$ cat src/rtl/blkxfer_pkg.sv
package blkxfer_pkg;
   typedef enum logic [1:0] {
      FLT_NONE  = 2'd0,
      FLT_PRIV  = 2'd1,
      FLT_ILL   = 2'd2,
      FLT_ALIGN = 2'd3
   } flt_e;
endpackage

$ cat src/rtl/blkxfer_ea.sv
// Effective base address: rs1 plus either rs2 or the sign-extended immediate.
module blkxfer_ea #(
   parameter int ADDR_W = 64,
   parameter int IMM_W  = 13
) (
   input  logic              use_imm,
   input  logic [ADDR_W-1:0] rs1,
   input  logic [ADDR_W-1:0] rs2,
   input  logic [IMM_W-1:0]  imm,
   output logic [ADDR_W-1:0] ea
);
   logic [ADDR_W-1:0] imm_ext;

   generate
      if (ADDR_W > IMM_W) begin : g_sext
         assign imm_ext = {{(ADDR_W-IMM_W){imm[IMM_W-1]}}, imm};
      end else begin : g_trunc
         assign imm_ext = imm[ADDR_W-1:0];
      end
   endgenerate

   assign ea = rs1 + (use_imm ? imm_ext : rs2);
endmodule

$ cat src/rtl/blkxfer_chk.sv
// One-time fault evaluation with fixed priority.
module blkxfer_chk
   import blkxfer_pkg::*;
#(
   parameter int ADDR_W     = 64,
   parameter int REG_W      = 5,
   parameter int ASI_W      = 8,
   parameter int ALIGN_BITS = 6,
   parameter int RCHK_LO    = 1,
   parameter int RCHK_HI    = 3
) (
   input  logic              priv,
   input  logic [ASI_W-1:0]  asi,
   input  logic              as_user,
   input  logic [REG_W-1:0]  reg_field,
   input  logic [ADDR_W-1:0] ea,
   output flt_e              flt
);
   localparam logic [ASI_W-1:0]  ASI_PRIV_MASK = ASI_W'(1) << (ASI_W-1);
   localparam logic [REG_W-1:0]  REG_MASK      =
      REG_W'(((1 << (RCHK_HI-RCHK_LO+1)) - 1) << RCHK_LO);
   localparam logic [ADDR_W-1:0] ALIGN_MASK    = (ADDR_W'(1) << ALIGN_BITS) - ADDR_W'(1);

   logic priv_bad, reg_bad, align_bad;

   assign priv_bad  = !priv && (((asi & ASI_PRIV_MASK) == '0) || as_user);
   assign reg_bad   = (reg_field & REG_MASK) != '0;
   assign align_bad = (ea & ALIGN_MASK) != '0;

   always_comb begin
      if (priv_bad)       flt = FLT_PRIV;
      else if (reg_bad)   flt = FLT_ILL;
      else if (align_bad) flt = FLT_ALIGN;
      else                flt = FLT_NONE;
   end
endmodule

$ cat src/rtl/blkxfer_ctl.sv
// Beat counter and busy/done control for the micro-op run.
module blkxfer_ctl #(
   parameter int NUM_OPS = 8,
   localparam int CNT_W  = $clog2(NUM_OPS)
) (
   input  logic             clk,
   input  logic             rst_n,
   input  logic             go,
   input  logic             ready,
   output logic             busy,
   output logic [CNT_W-1:0] idx,
   output logic             last,
   output logic             done_q
);
   localparam logic [CNT_W-1:0] IDX_LAST = CNT_W'(NUM_OPS-1);

   assign last = busy && (idx == IDX_LAST);

   always_ff @(posedge clk or negedge rst_n) begin
      if (!rst_n) begin
         busy   <= 1'b0;
         idx    <= '0;
         done_q <= 1'b0;
      end else begin
         done_q <= 1'b0;
         if (go) begin
            busy <= 1'b1;
            idx  <= '0;
         end else if (busy && ready) begin
            if (last) begin
               busy   <= 1'b0;
               idx    <= '0;
               done_q <= 1'b1;
            end else begin
               idx <= idx + 1'b1;
            end
         end
      end
   end
endmodule

$ cat src/rtl/blkxfer_seq.sv
module blkxfer_seq
   import blkxfer_pkg::*;
#(
   parameter int ADDR_W     = 64,
   parameter int IMM_W      = 13,
   parameter int REG_W      = 5,
   parameter int ASI_W      = 8,
   parameter int NUM_OPS    = 8,
   parameter int BEAT_BYTES = 8,
   parameter int RCHK_LO    = 1,
   parameter int RCHK_HI    = 3
) (
   input  logic              clk,
   input  logic              rst_n,
   input  logic              start_i,
   input  logic              is_store_i,
   input  logic              use_imm_i,
   input  logic [ADDR_W-1:0] rs1_i,
   input  logic [ADDR_W-1:0] rs2_i,
   input  logic [IMM_W-1:0]  imm_i,
   input  logic [REG_W-1:0]  reg_field_i,
   input  logic              priv_i,
   input  logic [ASI_W-1:0]  asi_i,
   input  logic              asi_as_user_i,
   output logic              mop_valid_o,
   input  logic              mop_ready_i,
   output logic [ADDR_W-1:0] mop_addr_o,
   output logic [REG_W-1:0]  mop_reg_o,
   output logic              mop_store_o,
   output logic              mop_last_o,
   output logic              done_o,
   output logic [1:0]        fault_o
);
   localparam int CNT_W      = $clog2(NUM_OPS);
   localparam int BEAT_SHIFT = $clog2(BEAT_BYTES);
   localparam int ALIGN_BITS = $clog2(NUM_OPS * BEAT_BYTES);

   generate
      if (NUM_OPS < 2 || (NUM_OPS & (NUM_OPS-1)) != 0) begin : g_bad_ops
         $error("NUM_OPS must be a power of two of at least 2");
      end
      if ((1 << BEAT_SHIFT) != BEAT_BYTES) begin : g_bad_beat
         $error("BEAT_BYTES must be a power of two");
      end
      if (ADDR_W <= IMM_W || ADDR_W <= ALIGN_BITS) begin : g_bad_addr
         $error("ADDR_W too narrow for immediate or alignment");
      end
      if (REG_W < CNT_W || RCHK_HI >= REG_W || RCHK_LO > RCHK_HI) begin : g_bad_reg
         $error("register field parameters inconsistent");
      end
   endgenerate

   logic [ADDR_W-1:0] ea;
   flt_e              flt;
   logic              busy, last, done_q, go, flt_evt;
   logic [CNT_W-1:0]  idx;
   logic [ADDR_W-1:0] base_q;
   logic [REG_W-1:0]  reg_q;
   logic              store_q;

   blkxfer_ea #(.ADDR_W(ADDR_W), .IMM_W(IMM_W)) u_ea (
      .use_imm (use_imm_i),
      .rs1     (rs1_i),
      .rs2     (rs2_i),
      .imm     (imm_i),
      .ea      (ea)
   );

   blkxfer_chk #(
      .ADDR_W(ADDR_W), .REG_W(REG_W), .ASI_W(ASI_W),
      .ALIGN_BITS(ALIGN_BITS), .RCHK_LO(RCHK_LO), .RCHK_HI(RCHK_HI)
   ) u_chk (
      .priv      (priv_i),
      .asi       (asi_i),
      .as_user   (asi_as_user_i),
      .reg_field (reg_field_i),
      .ea        (ea),
      .flt       (flt)
   );

   assign flt_evt = start_i && !busy && (flt != FLT_NONE);
   assign go      = start_i && !busy && (flt == FLT_NONE);

   blkxfer_ctl #(.NUM_OPS(NUM_OPS)) u_ctl (
      .clk    (clk),
      .rst_n  (rst_n),
      .go     (go),
      .ready  (mop_ready_i),
      .busy   (busy),
      .idx    (idx),
      .last   (last),
      .done_q (done_q)
   );

   always_ff @(posedge clk or negedge rst_n) begin
      if (!rst_n) begin
         base_q  <= '0;
         reg_q   <= '0;
         store_q <= 1'b0;
      end else if (go) begin
         base_q  <= ea;
         reg_q   <= reg_field_i;
         store_q <= is_store_i;
      end
   end

   assign mop_valid_o = busy;
   assign mop_addr_o  = base_q + (ADDR_W'(idx) << BEAT_SHIFT);
   assign mop_reg_o   = reg_q + REG_W'(idx);
   assign mop_store_o = store_q;
   assign mop_last_o  = last;
   assign done_o      = done_q || flt_evt;
   assign fault_o     = flt_evt ? flt : FLT_NONE;
endmodule

$ cat config.mk
export PLATFORM = sky130hd
export DESIGN_NAME = blkxfer_seq
export DESIGN_NICKNAME = d
export VERILOG_FILES = /design/src/rtl/blkxfer_pkg.sv /design/src/rtl/blkxfer_ea.sv /design/src/rtl/blkxfer_chk.sv /design/src/rtl/blkxfer_ctl.sv /design/src/rtl/blkxfer_seq.sv
export SDC_FILE = /design/constraint.sdc
export NUM_CORES = 1
export LEC_CHECK = 0
export BUFFER_PORTS_ARGS = -buffer_cell sky130_fd_sc_hd__buf_2
export CAP_MARGIN = 20
export CELL_PAD_IN_SITES_DETAIL_PLACEMENT = 1
export CELL_PAD_IN_SITES_GLOBAL_PLACEMENT = 1
export CORE_MARGIN = 2
export CORE_UTILIZATION = 39
export DETAILED_ROUTE_END_ITERATION = 12
export PLACE_DENSITY_LB_ADDON = 0.2
export SLEW_MARGIN = 20
export SYNTH_ARGS = -nofsm -noshare
export SYNTH_HDL_FRONTEND = slang
export SYNTH_SLANG_ARGS = --single-unit
$ cat constraint.sdc
create_clock -name clk -period 4.69 [get_ports clk]
set_input_delay 0.938 -clock clk [delete_from_list [all_inputs] [get_ports clk]]
set_output_delay 0.938 -clock clk [all_outputs]
set_load 0.05 [all_outputs]
==> impl_metrics.csv, run 1 <==
group,metric,value,unit
worst_setup_path,critPathArrivalTime,3.54,ns
hold_path,min_path_type,"flip-flop to flip-flop",
die,boundaryPins,237,
synth,synth.lib_cells_used.distinct,67,
sta,final-hold-violation-count,0,
synth,syn-cell-area,8383,sq um
detailed_routing,dr.pass1.iters,5,
hold_path,hold_end,"reg_q[2]",
detailed_routing,vias_per_cell,5.339,
synth,synth_seq_cells,75,
detailed_routing,dr.first_iter.drc_count,304,
worst_setup_path,timing.rr.end,"base_q[59]",
synth,postSynthAreaPerCell,7.512,sq um
worst_setup_path,critPathRequiredTime,3.75,ns
power_and_ir_drop,p_switching,1.170,mW
die,dieArea,22680,sq um
die,start_util,39.75,%
synth,synth_edf_count,0,
power_and_ir_drop,power_frac_seq,25.1,%
clock_tree,cts.hold.buffers_added,0,
sta,rsz0062_at_grt,"no",
clock_tree,cts_buffers,9,
synth,synth_top_area_cell,"dfrtp_1",
detailed_routing,num_vias,8996,
clock_tree,clk_pin_slew_worst_paths,0.06,ns
sta,fin_skew,0.008811,ns
power_and_ir_drop,comb_power_share,49.8,%
worst_setup_path,reg2reg_depth,5,
die,coreArea,21090,sq um
synth,yosys-top-cells-count,"o21ai_0, nand2_1, inv_1",
detailed_routing,wl,27840,um
global_routing,antenna_found_initial,1,
die,die_h,150.6,um
synth,synth_cells,1116,
clock_tree,clock-sinks,75,
worst_setup_path,r2r_slack,2.67,ns
worst_setup_path,criticalPathCategory,"primary input to output pin",
power_and_ir_drop,p_int,1.663,mW
synth,synthFlopType,"dfrtp_1",
synth,ys_warn_count,0,
clock_tree,cts_max_level,3,
cells_and_area,antenna_cells,0,
sta,fin_crit_sh,95.51,%
global_routing,grt_pass1_wl,45680,um
placed_design,pre_cts_slack,-0.1080,ns
synth,synth.top_cells.by_area,"dfrtp_1, ha_1, xnor2_1",
flow_run,drv_cap,0,
worst_setup_path,end_kind,"output pin",
outcome,status,"completed",
cells_and_area,n_fill_cell,2743,
hold_path,min_from,"reg_q[2]",
power_and_ir_drop,pwr-share-clk,25.1,%
clock_tree,cts_tree,"done",
global_routing,grt_pass1_vias,9317,
sta,max_clock_freq,0.2232,GHz
cells_and_area,fin_nets,1641,
clock_tree,clock_path_buffers,2,
detailed_routing,ant_nets,0,
die,die_x,150.6,um
power_and_ir_drop,switching_share,41.31,%
clock_tree,root_buffer,"clkbuf_16",
synth,syn-num-nets,1352,
worst_setup_path,startpoint,"use_imm_i",
sta,slew_viol_final,0,
synth,synth-seq-area-share,22.39,%
worst_setup_path,reg2reg_from,"u_ctl.busy",
cells_and_area,area_growth,29.39,%
cells_and_area,multi_input_area,6020,sq um
synth,synthArstFlopShare,100.0,%
cells_and_area,fin_util,51.44,%
placed_design,portBuffers,229,
placed_design,hpwl,23250,um
worst_setup_path,crit_path_start_kind,"primary input",
detailed_routing,drc,0,
cells_and_area,ff_latch_area,1877,sq um
power_and_ir_drop,power_density,261.2,nW/um^2
hold_path,whs_path_depth,1,
sta,setup_viol_count_final,0,
synth,synth_most_common_cell,"o21ai_0",
detailed_routing,wl_per_cell,16.52,um
sta,relSlewSlack,51.12,%
power_and_ir_drop,ir_drop,0.0001924,V
clock_tree,clk_latency,0.35,ns
global_routing,grt_max_degree,76,
cells_and_area,final_layout_size_suffix_gt1_share,28.01,%
synth,yosys.area.top_type_share,22.39,%
global_routing,grt_usage,24.97,%
sta,fin_ws,0.2105,ns
worst_setup_path,cp_max_fo,10,
power_and_ir_drop,leakage,5.600,nW
sta,period_minus_slack,4.480,ns
global_routing,gr-total-overflow,0,
placed_design,gp_congestion,0.8938,
sta,worst_pin_slew,0.7332,ns
die,rows,53,
-- routing by layer --
layer	vias up	track usage [%]	routed length, um
met1	4312	32.81	12750
met5	-	0	0
li1	4486	-	-
met2	176	44.55	13740
met4	0	3.972	301
met3	22	3.152	1047
-- sequential cells by signal (all words and copies together) (netlist names) --
signal / flops
u_ctl.idx: 3
mop_store_o: 1
u_ctl.done_q: 1
reg_q: 5
u_ctl.busy: 1
base_q: 64
-- cells by family after synthesis --
family / after synthesis / synth area share, %
DFF: 75 / 22.39
and+or+nand+nor: 347 / 19.46
AOI/OAI and AO/OA: 344 / 25.49
xor gates and xnor gates: 117 / 12.22
buffers and inverters: 139 / 6.478
adders and majority gates: 74 / 11.31
muxes: 20 / 2.642
-- critical path, stage by stage --
cell	delay, ns
buf_2	0.15
buf_4	0.22
mux2_2	0.35
ha_1	0.30
a21o_1	0.21
a31oi_2	0.18
a21boi_1	0.12
buf_4	0.15
o211ai_1	0.22
nand2b_1	0.21
nor2_1	0.07
o21bai_2	0.12
buf_2	0.27
-- what timing repair did --
| item | in CTS | in global routing |
|---|---|---|
| resized for setup | 3 | 13 |
| endpoints found under the setup margin | 6 | 17 |
| pin swaps | 0 | 1 |
| buffers inserted | 0 | 1 |
-- power groups by stage --
stage	clock [mW]	sequential, mW	combinational, mW
global placement	0	0.719	1.36
global route	0.751	0.714	1.56
finish	0.711	0.712	1.41
detailed placement	0	0.722	1.40
CTS	0.726	0.710	1.41
floorplan	0	0.727	0.912
-- how the worst max path moves through the flow --
stage | endpoint | depth (start not counted) | slack, ns
6_report | done_o | 13 | 0.21
2_1_floorplan | fault_o[1] | 11 | 0.04
3_5_place_dp | base_q[59] | 16 | -0.11
5_1_grt | mop_addr_o[55] | 14 | 0.004
4_1_cts | mop_addr_o[63] | 14 | 0.07
3_3_place_gp | base_q[63] | 16 | -0.02
-- final cells by class --
class,instances,area share (%)
Clock buffer,10,2.203
Clock inverter,6,0.5998
Inverter,85,2.942
Timing Repair Buffer,332,18.28
Multi-Input combinational cell,902,55.50
Tap cell,275,3.172
Sequential cell,75,17.30
-- layout by cell type (no fill, tap or decap), types with 4 or more instances in the layout --
master      count
or3_1           5
ha_1           71
o21ai_0       141
clkinvlp_4      4
clkbuf_16       9
o211ai_1        5
a221o_1         4
dfrtp_1        75
nor3_1         10
a211o_1         4
nand2_1       137
a21oi_1        71
buf_2         225
a31oi_1         8
buf_4         101
nor2b_1         8
nand2b_1       10
and2_1         11
o21bai_1       13
mux2_2         17
xnor2_1        84
a211oi_1        5
inv_1          85
nand4_1        23
buf_12          4
a21boi_0        6
and3_1         16
nor2_1         61
or2_2           4
o21a_1          7
nand3_1        40
a21o_1         43
xor2_1         33
and4_1          4
-- metrics by stage --
step	area (sq um)	setup TNS (ns)	std cells	hold WS [ns]	total power [mW]
2_1_floorplan	8393	0	1116	0.4497	1.639
3_3_place_gp	10480	-0.03976	1668	0.4668	2.080
3_5_place_dp	10480	-0.5330	1668	0.4699	2.117
4_1_cts	10790	0	1684	0.4934	2.844
5_1_grt	10850	0	1685	0.5197	3.021
6_report	10850	0	1685	0.4897	2.833
(Power assumes the default switching activity.)
==> run 2: changes to the inputs <==
Settings changed: GPL_TIMING_DRIVEN set to 0.
==> run 2 against run 1 <==
Compared with the run above:
- combinational power decreased by 7%
- setup slack got worse by 0.065 ns
- critical endpoint is now base_q[63]
- clock-buffer cell count up 1
- largest power group unchanged
- sequential share of layout area is 0.66 points higher
- largest cell class unchanged
- critical path type is now primary input to flip-flop
- clock power increased by 14%
- final cell count decreased by 2.8%
- maximum frequency is 1.4% lower
- sequential cell count unchanged
- non-clock buffer count fell by 47
- wire length increased by 3.2%
==> impl_metrics.csv, run 2 (synthesis results as in run 1) <==
group,metric,value,unit
outcome,status,"completed",
die,die_h,150.6,um
sta,setup_viol_count_final,0,
placed_design,placed_cells,1621,
sta,final-hold-violation-count,0,
sta,fin_skew,0.004813,ns
detailed_routing,vias_per_cell,5.462,
detailed_routing,drc,0,
clock_tree,clk_pin_slew_worst_paths,0.06,ns
worst_setup_path,end_kind,"flip-flop",
cells_and_area,top_regs,"base_q (64), reg_q (5), u_ctl.idx (3)",
sta,fin_ws,0.1454,ns
power_and_ir_drop,ir_drop,0.0001535,V
power_and_ir_drop,leakage,5.308,nW
detailed_routing,wl,28730,um
placed_design,pre_cts_slack,-2.157,ns
die,boundaryPins,237,
sta,fin_crit_sh,96.90,%
die,rows,53,
sta,max_clock_freq,0.2200,GHz
cells_and_area,antenna_cells,0,
global_routing,gr-total-overflow,0,
cells_and_area,largest_reg_flops,64,
detailed_routing,dr.pass1.iters,5,
clock_tree,cts_max_level,3,
detailed_routing,ant_nets,0,
sta,relSlewSlack,39.17,%
worst_setup_path,critPathRequiredTime,4.92,ns
global_routing,grt_pass1_vias,9032,
global_routing,grt_pass1_wl,45340,um
cells_and_area,n_fill_cell,2719,
worst_setup_path,critPathArrivalTime,4.77,ns
cells_and_area,area_growth,24.69,%
clock_tree,clock-sinks,75,
placed_design,hpwl,23270,um
power_and_ir_drop,totalPowerFinal,2.834,mW
sta,period_minus_slack,4.545,ns
sta,slew_viol_final,0,
cells_and_area,final_layout_size_suffix_gt1_share,24.28,%
clock_tree,root_buffer,"clkbuf_16",
die,die_x,150.6,um
clock_tree,clk_latency,0.34,ns
die,coreArea,21090,sq um
worst_setup_path,crit_path_start_kind,"primary input",
worst_setup_path,cp_max_fo,11,
placed_design,gp_congestion,0.9094,
detailed_routing,num_vias,8947,
cells_and_area,final_cell_mix,"buf_2, o21ai_0, nand2_1, inv_1, xnor2_1",
global_routing,antenna_found_initial,0,
global_routing,grt_max_degree,56,
cells_and_area,regMostFlops,"base_q",
hold_path,min_path_type,"primary input to asynchronous set/reset pin",
sta,hold_ws,0.4878,ns
die,start_util,39.75,%
clock_tree,cts_buffers,9,
clock_tree,cts_tree,"done",
detailed_routing,wl_per_cell,17.54,um
worst_setup_path,criticalPathCategory,"primary input to flip-flop",
power_and_ir_drop,power_density,271.1,nW/um^2
die,dieArea,22680,sq um
sta,worst_pin_slew,0.9055,ns
global_routing,grt_usage,25.19,%
cells_and_area,fin_nets,1594,
placed_design,portBuffers,229,
cells_and_area,stdcell_count,1638,
cells_and_area,layout_commonest_cell,"buf_2",
flow_run,drv_cap,0,
clock_tree,clock_path_buffers,2,
sta,fin_tns_setup,0,ns
detailed_routing,dr.first_iter.drc_count,390,
==> run 2: cell count changes in the layout (fill, tap and decap cells not counted), sizes merged <==
| cell | change |
|---|---|
| clkinv | +1 |
| clkbuf | +36 |
| clkinvlp | -4 |
| buf | -82 |
| bufinv | +2 |
==> run 2: power breakdown <==
part           switching (mW)  total, mW  leakage (nW)  internal, mW
registers              0.0349      0.710          1.03         0.675
logic                   0.837       1.31          4.11         0.478
clock network           0.277      0.810         0.169         0.533
total                    1.15       2.83          5.31          1.69
==> run 2: layout make-up <==
type	instances	area (sq um)	area share, %
Timing Repair Buffer	237	1246	11.92
Clock buffer	11	242.7	2.322
Sequential cell	75	1878	17.97
Inverter	85	319.1	3.052
Buffer	48	221.5	2.119
Multi-Input combinational cell	902	6101	58.37
Clock inverter	5	100.1	0.9576
Tap cell	275	344.1	3.292
==> run 2: worst paths after layout <==
check	start	to	slack (ns)	depth (start not counted)
setup / recovery	use_imm_i	base_q[63]	0.15	16
hold / removal	rst_n	base_q[54]	0.49	1
setup reg to reg	u_ctl.busy	base_q[56]	2.26	8
hold reg to reg	base_q[2]	base_q[2]	0.49	1
max in group asynchronous	rst_n	base_q[50]	3.60	2
min in group clk	base_q[2]	base_q[2]	0.49	1
==> run 2: stage by stage <==
| stage | cell area [sq um] | util, % |
|---|---|---|
| 2_1_floorplan | 8393 | - |
| 3_3_place_gp | 9883 | 46.87 |
| 3_5_place_dp | 9913 | 47.01 |
| 4_1_cts | 10370 | 49.16 |
| 5_1_grt | 10450 | 49.57 |
| 6_report | 10450 | 49.57 |
==> run 2: per-layer routing <==
| layer | wire length [um] | track usage (%) | vias up |
|---|---|---|---|
| li1 | - | - | 4398 |
| met1 | 13010 | 33.41 | 4285 |
| met2 | 13700 | 42.80 | 230 |
| met3 | 1448 | 3.879 | 34 |
| met4 | 571 | 6.542 | 0 |
| met5 | 0 | 0 | - |
==> run 2: what timing repair did <==
item / in CTS / in global routing
gates cloned: 0 / 0
pin swaps: 4 / 3
hold buffers: 0 / 0
buffers inserted: 4 / 3
endpoints found under the setup margin: 94 / 74
gates resized for setup: 28 / 28
==> run 2: worst max-delay path, stage by stage <==
cell and delay, ns:
buf_8 0.19, buf_8 0.18, mux2_2 0.35, ha_1 0.27
buf_2 0.17, a21o_1 0.22, a31oi_2 0.19, a21boi_2 0.10
a41o_2 0.33, a41o_2 0.34, a31oi_4 0.25, o31ai_4 0.11
a221o_1 0.38, a41oi_2 0.32, o211ai_1 0.14, a211o_1 0.28
